$ cat config.mk
export PLATFORM = sky130hd
export DESIGN_NAME = band_dt_alloc
export DESIGN_NICKNAME = d
export VERILOG_FILES = /design/src/rtl/bda_pkg.sv /design/src/rtl/bda_sign_split.sv /design/src/rtl/bda_scale.sv /design/src/rtl/bda_limit.sv /design/src/rtl/band_dt_alloc.sv
export SDC_FILE = /design/constraint.sdc
export NUM_CORES = 1
export LEC_CHECK = 0
export ABC_AREA = 0
export BUFFER_PORTS_ARGS = -buffer_cell sky130_fd_sc_hd__buf_2
export CAP_MARGIN = 20
export CORE_MARGIN = 3
export CORE_UTILIZATION = 30
export CTS_BUF_LIST = sky130_fd_sc_hd__clkbuf_16
export DETAILED_ROUTE_END_ITERATION = 12
export PLACE_DENSITY = 0.51
export SYNTH_ARGS = -nofsm -noshare
export SYNTH_HDL_FRONTEND = slang
export SYNTH_SLANG_ARGS = --single-unit
$ cat constraint.sdc
create_clock -name clk -period 15.1 [get_ports clk]
set_clock_uncertainty 0.05 [all_clocks]
set_input_delay 3.02 -clock clk [delete_from_list [all_inputs] [get_ports clk]]
set_output_delay 3.02 -clock clk [all_outputs]
set_load 0.05 [all_outputs]
$ cat src/rtl/bda_pkg.sv
package bda_pkg;
  localparam int NUM_LANES = 2;
  typedef enum logic {
    LANE_BAND = 1'b0,
    LANE_DT   = 1'b1
  } lane_e;
endpackage

$ cat src/rtl/bda_sign_split.sv
module bda_sign_split #(
  parameter int CMD_W = 16
) (
  input  logic [CMD_W-1:0] cmd,
  output logic             is_pos,
  output logic             is_neg,
  output logic [CMD_W-1:0] mag
);
  always_comb begin
    is_neg = cmd[CMD_W-1];
    is_pos = ~cmd[CMD_W-1] & (|cmd);
    // Two's complement magnitude; the most negative value maps to 2^(CMD_W-1)
    mag    = is_neg ? (~cmd + {{(CMD_W-1){1'b0}}, 1'b1}) : cmd;
  end
endmodule

$ cat src/rtl/bda_scale.sv
module bda_scale #(
  parameter int CMD_W  = 16,
  parameter int GAIN_W = 8,
  parameter int FRAC_W = 4,
  localparam int FULL_W = CMD_W + GAIN_W,
  localparam int PROD_W = FULL_W - FRAC_W
) (
  input  logic              active,
  input  logic [CMD_W-1:0]  mag,
  input  logic [GAIN_W-1:0] gain,
  output logic [PROD_W-1:0] scaled
);
  logic [FULL_W-1:0] full;

  always_comb begin
    full   = {{GAIN_W{1'b0}}, mag} * {{CMD_W{1'b0}}, gain};
    scaled = active ? full[FULL_W-1:FRAC_W] : '0;
  end
endmodule

$ cat src/rtl/bda_limit.sv
module bda_limit #(
  parameter int OUT_W  = 12,
  parameter int PROD_W = 20,
  localparam int SUM_W = ((PROD_W > OUT_W) ? PROD_W : OUT_W) + 1
) (
  input  logic [OUT_W-1:0]  base,
  input  logic [OUT_W-1:0]  lim,
  input  logic [PROD_W-1:0] scaled,
  output logic [OUT_W-1:0]  value,
  output logic              over,
  output logic              at_lim
);
  logic [SUM_W-1:0] raw;
  logic [SUM_W-1:0] lim_ext;

  always_comb begin
    raw     = {{(SUM_W-PROD_W){1'b0}}, scaled} + {{(SUM_W-OUT_W){1'b0}}, base};
    lim_ext = {{(SUM_W-OUT_W){1'b0}}, lim};
    over    = raw > lim_ext;
    at_lim  = raw >= lim_ext;
    value   = over ? lim : raw[OUT_W-1:0];
  end
endmodule

$ cat src/rtl/band_dt_alloc.sv
module band_dt_alloc
  import bda_pkg::*;
#(
  parameter int CMD_W  = 16,
  parameter int OUT_W  = 12,
  parameter int GAIN_W = 8,
  parameter int FRAC_W = 4,
  localparam int PROD_W = CMD_W + GAIN_W - FRAC_W
) (
  input  logic              clk,
  input  logic              rst,
  input  logic              sample_stb,
  input  logic [CMD_W-1:0]  comp_cmd,
  input  logic [OUT_W-1:0]  band_min,
  input  logic [OUT_W-1:0]  band_max,
  input  logic [GAIN_W-1:0] band_gain,
  input  logic [OUT_W-1:0]  dt_min,
  input  logic [OUT_W-1:0]  dt_max,
  input  logic [GAIN_W-1:0] dt_gain,
  output logic [OUT_W-1:0]  band_out,
  output logic [OUT_W-1:0]  dt_out,
  output logic              pwm_off,
  output logic              band_at_max
);
  logic             cmd_pos, cmd_neg;
  logic [CMD_W-1:0] cmd_mag;

  logic [OUT_W-1:0]  lane_base  [NUM_LANES];
  logic [OUT_W-1:0]  lane_lim   [NUM_LANES];
  logic [GAIN_W-1:0] lane_gain  [NUM_LANES];
  logic              lane_act   [NUM_LANES];
  logic [PROD_W-1:0] lane_scl   [NUM_LANES];
  logic [OUT_W-1:0]  lane_val   [NUM_LANES];
  logic              lane_over  [NUM_LANES];
  logic              lane_atlim [NUM_LANES];

  bda_sign_split #(.CMD_W(CMD_W)) u_split (
    .cmd    (comp_cmd),
    .is_pos (cmd_pos),
    .is_neg (cmd_neg),
    .mag    (cmd_mag)
  );

  // Steering: band path runs on positive commands, deadtime path on negative
  always_comb begin
    lane_base[LANE_BAND] = band_min;
    lane_lim [LANE_BAND] = band_max;
    lane_gain[LANE_BAND] = band_gain;
    lane_act [LANE_BAND] = cmd_pos;
    lane_base[LANE_DT]   = dt_min;
    lane_lim [LANE_DT]   = dt_max;
    lane_gain[LANE_DT]   = dt_gain;
    lane_act [LANE_DT]   = cmd_neg;
  end

  for (genvar i = 0; i < NUM_LANES; i++) begin : g_lane
    bda_scale #(
      .CMD_W  (CMD_W),
      .GAIN_W (GAIN_W),
      .FRAC_W (FRAC_W)
    ) u_scale (
      .active (lane_act[i]),
      .mag    (cmd_mag),
      .gain   (lane_gain[i]),
      .scaled (lane_scl[i])
    );

    bda_limit #(
      .OUT_W  (OUT_W),
      .PROD_W (PROD_W)
    ) u_limit (
      .base   (lane_base[i]),
      .lim    (lane_lim[i]),
      .scaled (lane_scl[i]),
      .value  (lane_val[i]),
      .over   (lane_over[i]),
      .at_lim (lane_atlim[i])
    );
  end

  always_ff @(posedge clk) begin
    if (rst) begin
      band_out    <= '0;
      dt_out      <= '0;
      pwm_off     <= 1'b0;
      band_at_max <= 1'b0;
    end else if (sample_stb) begin
      band_out    <= lane_val[LANE_BAND];
      dt_out      <= lane_val[LANE_DT];
      pwm_off     <= lane_over[LANE_DT];
      band_at_max <= lane_atlim[LANE_BAND];
    end
  end
endmodule

## Word-level counts from Yosys, hierarchy flattened

Cells that the tools add are included.

- Memories kept: 0
- Word-level logic and storage cells: 21
- Bits in writable memories: 0
- Bits in read-only memories: 0
- Input port bits: 83
- Output and inout port bits: 26
- Flip-flop bits (word level): 26
- Latch bits: 0

- Add/sub/neg operators: 3
- Equal/unequal tests: 0
- Multipliers: 2
- Magnitude comparators: 3
- Reduce and logical (&&, ||, !) cells: 1
- Shift operators: 0
- Bitwise operators: 3
- Div/mod/pow operators: 0
- Mux-type cells: 5

Operators with widths:

| kind | number |
|---|---|
| 16-bit by 8-bit multiplier with 24-bit output | 2 |
| 20-bit by 12-bit adder with 21-bit output | 2 |
| 21-bit by 12-bit > comparator with 1-bit output | 2 |
| 20-bit two-way mux | 2 |
| 12-bit two-way mux | 2 |
| 21-bit by 12-bit greater-or-equal comparator with 1-bit output | 1 |
| 16-bit by 1-bit adder with 16-bit output, second input constant | 1 |
| 16-bit two-way mux | 1 |
| 16-bit inverter | 1 |
| 16-bit OR reduction | 1 |
| 1-bit AND | 1 |
| 1-bit inverter | 1 |

## Longest topological paths before layout

Gate-level depths: netlist of run 1.

- Word-level depth: 8
- Mapped depth: 38
- Gate-level depth less buffers: 36

## By module

A second synthesis of run 1 with hierarchy kept.

- Cells, all modules: 1453
- Area total of the unflattened synthesis: 12340.6 um2

By module, submodules not included:

| module | area an instance (um2) | sequential area each (um2) | cells an instance | times used |
|---|---|---|---|---|
| bda_scale at g_lane[1].u_scale | 4306.6 | 0.0 | 507 | 1 |
| bda_scale at g_lane[0].u_scale | 4196.5 | 0.0 | 503 | 1 |
| bda_limit at g_lane[1].u_limit | 1337.5 | 0.0 | 165 | 1 |
| bda_limit at g_lane[0].u_limit | 1234.9 | 0.0 | 149 | 1 |
| band_dt_alloc | 943.4 | 520.5 | 84 | 1 |
| bda_sign_split | 321.6 | 0.0 | 45 | 1 |

## Worst setup path after synthesis of run 1

No wires, ideal clock.

- Path type: in2reg
- From: in comp_cmd[2]
- To: reg dt_out[10]
- Path buffers: 2
- Path slack: 3.829 ns
- Library setup time: 0.074 ns
- Cell stages on the path: 32
- Required time: 14.976 ns
- Arrival time: 11.146 ns
- Cell sequence: nor4_1 a21oi_1 xnor2_1 clkbuf_1 nor2b_1 fa_1 fa_1 fa_1 inv_1 fa_1 inv_1 ha_1 and3_1 or3b_1 and2_1 o21bai_1 a21oi_1 xor2_1 nor2_1 ha_1 and2_1 a311oi_1 xnor2_1 ha_1 a21o_1 a21o_1 a2111oi_0 o31ai_1 a221o_1 buf_6 or4_1 a31oi_1

- Cells in the longest elaborated chain, start to end: 8

RTL lines:

| what | line | source |
|---|---|---|
| start, declared | band_dt_alloc.sv:13 | `input logic [CMD_W-1:0] comp_cmd,` |
| 16-bit inverter | bda_sign_split.sv:13 | `mag = is_neg ? (~cmd + {{(CMD_W-1){1'b0}}, 1'b1}) : cmd;` |
| 16-bit by 1-bit adder with 16-bit output | bda_sign_split.sv:13 |  |
| 16-bit two-way mux * | bda_sign_split.sv:13 |  |
| 16-bit by 8-bit multiplier with 24-bit output * | bda_scale.sv:16 | `full = {{GAIN_W{1'b0}}, mag} * {{CMD_W{1'b0}}, gain};` |
| 20-bit two-way mux * | bda_scale.sv:17 | `scaled = active ? full[FULL_W-1:FRAC_W] : '0;` |
| 20-bit by 12-bit adder with 21-bit output * | bda_limit.sv:17 | `raw = {{(SUM_W-PROD_W){1'b0}}, scaled} + {{(SUM_W-OUT_W){1'b0}}, base};` |
| 21-bit by 12-bit > comparator with 1-bit output | bda_limit.sv:19 | `over = raw > lim_ext;` |
| 12-bit two-way mux * | bda_limit.sv:21 | `value = over ? lim : raw[OUT_W-1:0];` |
| end signal, assigned | band_dt_alloc.sv:89 | `dt_out <= lane_val[LANE_DT];` |
| end, declared | band_dt_alloc.sv:21 | `output logic [OUT_W-1:0] dt_out,` |

Every way passes the cells marked *; elsewhere a longest branch is shown, timed or not.
A chain may end at the register's enable or synchronous reset.

## Worst setup path in the final report of run 1

- From: in comp_cmd[0]
- To: reg dt_out[5]

The elaborated chain is that of the path after synthesis.

==> metrics, run 1 <==
status complete, no violations; max-slew violations 0; accumulated negative setup slack 0 ps; type of the tightest min-delay check reg2reg; portion of the post-synthesis area used by sequential elements 4.32%; worst setup slack for register-to-register paths 14,180 ps; iteration-0 DRC count of the detailed router 455; quantity of hold-fixing buffers added after cts 0; main area contributors after synthesis fa_1, ha_1, nor2b_1; global-route wire length before repair 54,600 um; clock insertion delay at the later pin of the skew report 260 ps; CTS tree built; count of unresolved DRC violations after routing 0; setup repair after global routing missed its margin false; async set-reset flop share out of synthesis 0%; most common cell in the netlist inv_1; flip-flop cell with the highest count after synthesis dfxtp_1; post-synth net total 1,880; final period demand of the worst path 12,670 ps; horizontal die dimension 206 um; maximum operating frequency 78.9 MHz; Synth top area share 28.2%; flops & latches, synth 26; slowest CP cell xnor2_1; CP peak stage delay 700 ps; number of search-and-repair iterations in the first detailed-routing pass 5; Cells after Synth 1,496; initial core utilization 30.8%; port buffer count 108; Critical Path End Type flop; global route total overflow 0; library cell occupying the most area in the post-synthesis netlist fa_1; count of endpoints failing setup in the final report 0; mean area per synthesized cell 8.06 um^2; data arrival time of the critical path 12,800 ps; Post-synth top cells inv_1, fa_1, nor2b_1; layout overhead on the synthesized area 9.83%; final weighted congestion in routability-driven placement 0.831; normalized max-slew margin 40.3%; share of cell area taken by muxes after synthesis 0.706%; post-synthesis adder-cell area fraction 41.8%; Die Area 42,600 um^2; standard cell core area 39,200 um^2; via count of the first global-routing pass 10,694; post-synthesis share of cell area spent on xor and xnor gates 4.29%; number of enable flip-flop cells after synthesis 0; nature of the critical path startpoint primary input; Die Ht 206 um; overall track demand over capacity in global routing 15.7%; combinational family with the most area after synthesis adder cells; slew at the pin closest to its max-slew limit 890 ps; pin count of the biggest net entering global routing 67; clock-pin slew on the worst setup and hold paths 70 ps; endpoints failing hold 0; Final #Nets 1,947; area fraction in compound gates after synthesis 15.4%; drt via density 5.06; Sink Count 26; initial antenna violation count 5; root buffer selected by CTS clkbuf_16; fraction of layout instances using a drive strength above 1 9.48%; number of nets still failing antenna checks after routing 0; maxcap violations 0; placement row count 72; HPWL after DPL 27,700 um; ports placed on the boundary 109; count of synthesis-stage warnings from yosys 0; post-CTS repair timing setup buffer count 0; Max H-tree Level 1; Resized cells post-CTS 0; critical path start-end classification in2reg; post-detailed-route wirelength per cell 15.9 um; distinct cell type count after synthesis 71; cts bufs inserted 3; period utilisation layout 83.9%; cell area after synthesis 12,100 um^2; data required time at the worst endpoint 15,230 ps; maximum clock insertion buffer count 2; simple-gate portion of the synthesized area 24.3%; maximum fanout along the worst path 24; routed via count 10,538; detailed-route wire length 33,200 um
-- cells by family (layout without fill, tap and decap cells) --
kind of cell / count (synthesis) / count (layout)
XOR/XNOR: 59 / 59
buffers and inverters: 292 / 357
other: 0 / 4
multiplexers: 7 / 7
adder cells (fa/ha/maj): 301 / 301
AO/OA/AOI/OAI: 278 / 278
flip-flops: 26 / 26
AND/OR/NAND/NOR: 533 / 533
-- per-stage QoR --
| step | setup slack [ps] | area [um^2] | hold WS (ps) | utilization (%) | cells |
|---|---|---|---|---|---|
| global route | 1660 | 13200 | 451 | 33.8 | 2081 |
| finish | 2430 | 13200 | 423 | 33.8 | 2083 |
| floorplan | 3830 | 12100 | 640 | - | 1496 |
| global placement | 2460 | 13100 | 408 | 33.5 | 2075 |
| detailed placement | 2180 | 13100 | 417 | 33.5 | 2075 |
| CTS | 2440 | 13200 | 431 | 33.7 | 2078 |
-- metal layers --
layer  GRT usage (%)  vias up  routed length (um)
met2            25.4      165               14900
met4            2.67        6                 412
met5               0        -                  44
li1                -     5103                   -
met1            22.9     5236               16600
met3            1.56       28                1200
-- final cells by class --
class	instances	area, um^2
clock buffer	3	75.1
tap	518	648
sequential	26	520
timing repair buffer	127	691
fill	4246	26000
inverter	227	852
antenna	4	10.0
multi-input combinational	1178	10400
-- flip-flops by register name (all words and copies together) (netlist names) --
name         cells
dt_out          12
band_at_max      1
band_out        12
pwm_off          1
-- cells in the final DEF (no fill, tap or decap), drive strengths merged, types with 4 or more instances in the layout --
cell / count
fa: 170
o21bai: 8
and2: 93
nor3: 24
o31ai: 13
o21a: 19
a211oi: 12
nor2: 65
nor2b: 138
nor4: 7
and3: 6
diode: 4
dfxtp: 26
a21oi: 65
a21o: 19
buf: 127
a311oi: 10
o211ai: 22
nand2b: 20
ha: 131
nand3: 22
mux2i: 5
nand4: 20
or3: 6
or4: 13
xor2: 23
o21ai: 44
nand2: 101
inv: 227
a31oi: 29
xnor2: 36
o311ai: 6
-- worst max-delay path: cells and delay by family --
family                     cells  cell delay (ps)
adders and majority gates      8             3280
AOI/OAI and AO/OA             10             2700
and+or+nand+nor                9             1750
xor gates and xnor gates       3             1070
buffers and inverters          6              960
-- final timing paths --
path | cells past startpoint | startpoint | end
worst min register to register | 2 | band_out[8] | band_out[8]
worst max register to register | 3 | dt_out[11] | dt_out[11]
worst min-delay path | 2 | band_out[8] | band_out[8]
worst max-delay path | 36 | comp_cmd[0] | dt_out[5]
Power of run 1 is not shown: default switching activity piles up to over one toggle a cycle in this logic, so the estimate is an artifact.
==> run 2, diff against run 1 <==
==> constraint.sdc (replaced) <==
create_clock -name clk -period 12.5 [get_ports clk]
set_clock_uncertainty 0.05 [all_clocks]
set_input_delay 2.5 -clock clk [delete_from_list [all_inputs] [get_ports clk]]
set_output_delay 2.5 -clock clk [all_outputs]
set_load 0.05 [all_outputs]
==> metrics, run 2 (same netlist as run 1, synthesis figures left out) <==
data required time at the worst endpoint 12,640 ps; quantity of hold-fixing buffers added after cts 0; via count of the first global-routing pass 10,696; final instance area 13,300 um^2; type of the tightest min-delay check reg2reg; accumulated negative setup slack 0 ps; final period demand of the worst path 11,680 ps; ports placed on the boundary 109; Max H-tree Level 1; global route total overflow 0; status complete, no violations; routed via count 10,379; post-CTS repair timing setup buffer count 0; number of search-and-repair iterations in the first detailed-routing pass 5; initial antenna violation count 6; maximum fanout along the worst path 24; maximum clock insertion buffer count 2; max-slew violations 0; Die Ht 206 um; iteration-0 DRC count of the detailed router 502; critical path start-end classification in2reg; clock-pin slew on the worst setup and hold paths 70 ps; number of nets still failing antenna checks after routing 0; drt via density 4.98; period utilisation layout 93.4%; registers with the most flip-flops band_out: 12 flops, dt_out: 12 flops; final weighted congestion in routability-driven placement 0.832; root buffer selected by CTS clkbuf_16; Critical Path End Type flop; global-route wire length before repair 55,800 um; fraction of layout instances using a drive strength above 1 9.76%; most common cell after layout, fill and taps aside inv_1; Sink Count 26; pin count of the biggest net entering global routing 67; maxcap violations 0; overall track demand over capacity in global routing 16.0%; maximum operating frequency 85.6 MHz; Final #Nets 1,953; CP peak stage delay 700 ps; cts bufs inserted 3; count of unresolved DRC violations after routing 0; nature of the critical path startpoint primary input; count of endpoints failing setup in the final report 0; initial core utilization 30.8%; setup repair after global routing missed its margin false; normalized max-slew margin 39.1%; most frequent cells in the layout inv_1, fa_1, nor2b_1, ha_1, buf_2; area after detailed placement 13,200 um^2; HPWL after DPL 28,200 um; data arrival time of the critical path 11,820 ps; horizontal die dimension 206 um; placement row count 72; filler-free cell count of the finished design 2,086; standard cell core area 39,200 um^2; post-detailed-route wirelength per cell 16.1 um; clock insertion delay at the later pin of the skew report 260 ps; CTS tree built; slew at the pin closest to its max-slew limit 911 ps; layout overhead on the synthesized area 10.1%; detailed-route wire length 33,500 um; port buffer count 108; Die Area 42,600 um^2; Post-Place Cells 2,081; Most Frequent Cell on Critical Path fa_1; slowest CP cell xnor2_1; endpoints failing hold 0; Resized cells post-CTS 0; WHS 416 ps
## run 2: metrics by stage
step | util, % | setup WS [ps]
after detailed placement | 33.6 | 613
after global routing | 33.9 | 33.0
final | 33.9 | 824
after global placement | 33.6 | 925
after floorplan | - | 1750
after CTS | 33.8 | 845
## run 2: final timing paths
| path | start | endpoint | slack (ps) | cells past startpoint |
|---|---|---|---|---|
| setup reg to reg | dt_out[3] | dt_out[3] | 11580 | 3 |
| hold reg to reg | band_out[2] | band_out[2] | 420 | 2 |
| hold / removal | band_out[2] | band_out[2] | 420 | 2 |
| setup / recovery | comp_cmd[2] | dt_out[6] | 820 | 31 |
## run 2: final cells by class
| class | instances | area (um^2) |
|---|---|---|
| diodes | 1 | 2.50 |
| clock buffers | 3 | 75.1 |
| fillers | 4170 | 25900 |
| inverters | 227 | 852 |
| multi-input cells | 1178 | 10400 |
| flip-flops and latches | 26 | 520 |
| well taps | 518 | 648 |
| repair buffers | 133 | 736 |
## run 2: metal layers
metal	global-route usage [%]	share of wire, %	wire [um]	vias up
met3	1.39	4.5	1520	23
li1	-	-	-	5090
met5	0	0.17	58	-
met1	23.5	49	16600	5074
met2	26.1	45	15100	184
met4	2.23	0.85	285	8
## run 2: critical path, delay by kind of cell
family,cells,cell delay (ps)
adders and majority gates,7,3000
buffers and inverters,3,230
xor gates and xnor gates,3,1060
and+or+nand+nor,8,2450
AOI/OAI and AO/OA,10,2570
Power of run 2 is left out for the same reason.
==> run 3, diff against run 2 <==
--- a/config.mk
+++ b/config.mk
@@ -6,13 +6,16 @@
 export NUM_CORES = 1
 export LEC_CHECK = 0
 export ABC_AREA = 0
-export BUFFER_PORTS_ARGS = -buffer_cell sky130_fd_sc_hd__buf_2
 export CAP_MARGIN = 20
+export CELL_PAD_IN_SITES_DETAIL_PLACEMENT = 1
+export CELL_PAD_IN_SITES_GLOBAL_PLACEMENT = 1
+export CORE_ASPECT_RATIO = 0.9
 export CORE_MARGIN = 3
 export CORE_UTILIZATION = 30
 export CTS_BUF_LIST = sky130_fd_sc_hd__clkbuf_16
 export DETAILED_ROUTE_END_ITERATION = 12
-export PLACE_DENSITY = 0.51
+export DONT_BUFFER_PORTS = 1
+export PLACE_DENSITY = 0.59
 export SYNTH_ARGS = -nofsm -noshare
 export SYNTH_HDL_FRONTEND = slang
 export SYNTH_SLANG_ARGS = --single-unit
==> metrics, run 3 (same netlist as run 1, synthesis figures left out) <==
cts bufs inserted 3; Die Ht 196 um; Max H-tree Level 1; type of the tightest min-delay check reg2reg; slew at the pin closest to its max-slew limit 864 ps; routed via count 10,120; Post-Place Cells 1,983; horizontal die dimension 217 um; maximum operating frequency 87.0 MHz; global-route wire length before repair 58,400 um; via count of the first global-routing pass 10,884; layout overhead on the synthesized area 5.47%; final period demand of the worst path 11,490 ps; data required time at the worst endpoint 12,640 ps; Resized cells post-CTS 0; HPWL after DPL 29,800 um; post-detailed-route wirelength per cell 17.7 um; Most Frequent Cell on Critical Path fa_1; Die Area 42,600 um^2; drt via density 5.09; clock insertion delay at the later pin of the skew report 260 ps; number of search-and-repair iterations in the first detailed-routing pass 5; placement row count 69; Sink Count 26; status complete, no violations; normalized max-slew margin 42.0%; number of inserted filler cells in the final layout 4,863; endpoints failing hold 0; FF/Latch Area 520 um^2; clock-pin slew on the worst setup and hold paths 70 ps; most common cell after layout, fill and taps aside inv_1; iteration-0 DRC count of the detailed router 499; fraction of layout instances using a drive strength above 1 2.82%; setup repair after global routing missed its margin false; accumulated negative setup slack 0 ps; Critical Path End Type flop; count of endpoints failing setup in the final report 0; CTS tree built; number of nets still failing antenna checks after routing 0; most frequent cells in the layout inv_1, fa_1, nor2b_1, ha_1, nand2_1; share of the core filled with cells 32.1%; ports placed on the boundary 109; quantity of hold-fixing buffers added after cts 0; pin count of the biggest net entering global routing 67; maximum clock insertion buffer count 2; overall track demand over capacity in global routing 16.7%; CP peak stage delay 700 ps; detailed-route wire length 35,300 um; standard cell core area 39,500 um^2; slowest CP cell nor4_1; final weighted congestion in routability-driven placement 0.808; root buffer selected by CTS clkbuf_16; filler-free cell count of the finished design 1,987; count of unresolved DRC violations after routing 0; maxcap violations 0; initial core utilization 30.5%; critical path start-end classification in2reg; period utilisation layout 91.9%; global route total overflow 0; max-slew violations 0; post-CTS repair timing setup buffer count 0; port buffer count 0; WHS 669 ps; area of combinational cells with multiple inputs 10,400 um^2; Inserted Diodes 0; registers with the most flip-flops band_out: 12 flops, dt_out: 12 flops; data arrival time of the critical path 11,640 ps; maximum fanout along the worst path 24; Final #Nets 1,841; initial antenna violation count 0; nature of the critical path startpoint primary input
run 3: cell types whose count changed in the layout (fill, tap and decap cells not counted), sizes merged:
cell	delta
buf	-112
diode	-1
run 3: final cells by class:
cell class / instances / share of cell area, %
clock buffer: 3 / 0.591
inverter: 227 / 6.70
multi-input combinational: 1178 / 82.1
sequential: 26 / 4.09
tap: 532 / 5.24
timing repair buffer: 21 / 1.30
run 3: through the flow:
step,setup slack (ps),area [um^2]
finish,1010,12700
global placement,977,12600
floorplan,1750,12100
global route,316,12700
CTS,721,12700
detailed placement,466,12600
run 3: final timing paths:
path | startpoint | endpoint | slack [ps] | cells past startpoint
hold reg to reg | band_out[2] | band_out[2] | 670 | 2
setup / recovery | comp_cmd[2] | dt_out[7] | 1010 | 31
setup reg to reg | dt_out[7] | dt_out[7] | 11310 | 3
hold / removal | band_out[2] | band_out[2] | 670 | 2
run 3: routing by layer:
| layer | vias up | global-route usage [%] | wire length [um] |
|---|---|---|---|
| met4 | 0 | 2.44 | 366 |
| met2 | 132 | 26.3 | 15200 |
| met5 | - | 0 | 0 |
| met1 | 5104 | 24.7 | 18000 |
| met3 | 13 | 2.46 | 1720 |
| li1 | 4871 | - | - |
run 3: worst max-delay path: cells and delay by family:
family | cells | cell delay (ps)
compound gates | 10 | 2500
simple gates | 8 | 2480
xor+xnor | 3 | 820
fa+ha+maj | 7 | 2970
buf+inv | 3 | 370
Power of run 3 is left out for the same reason.
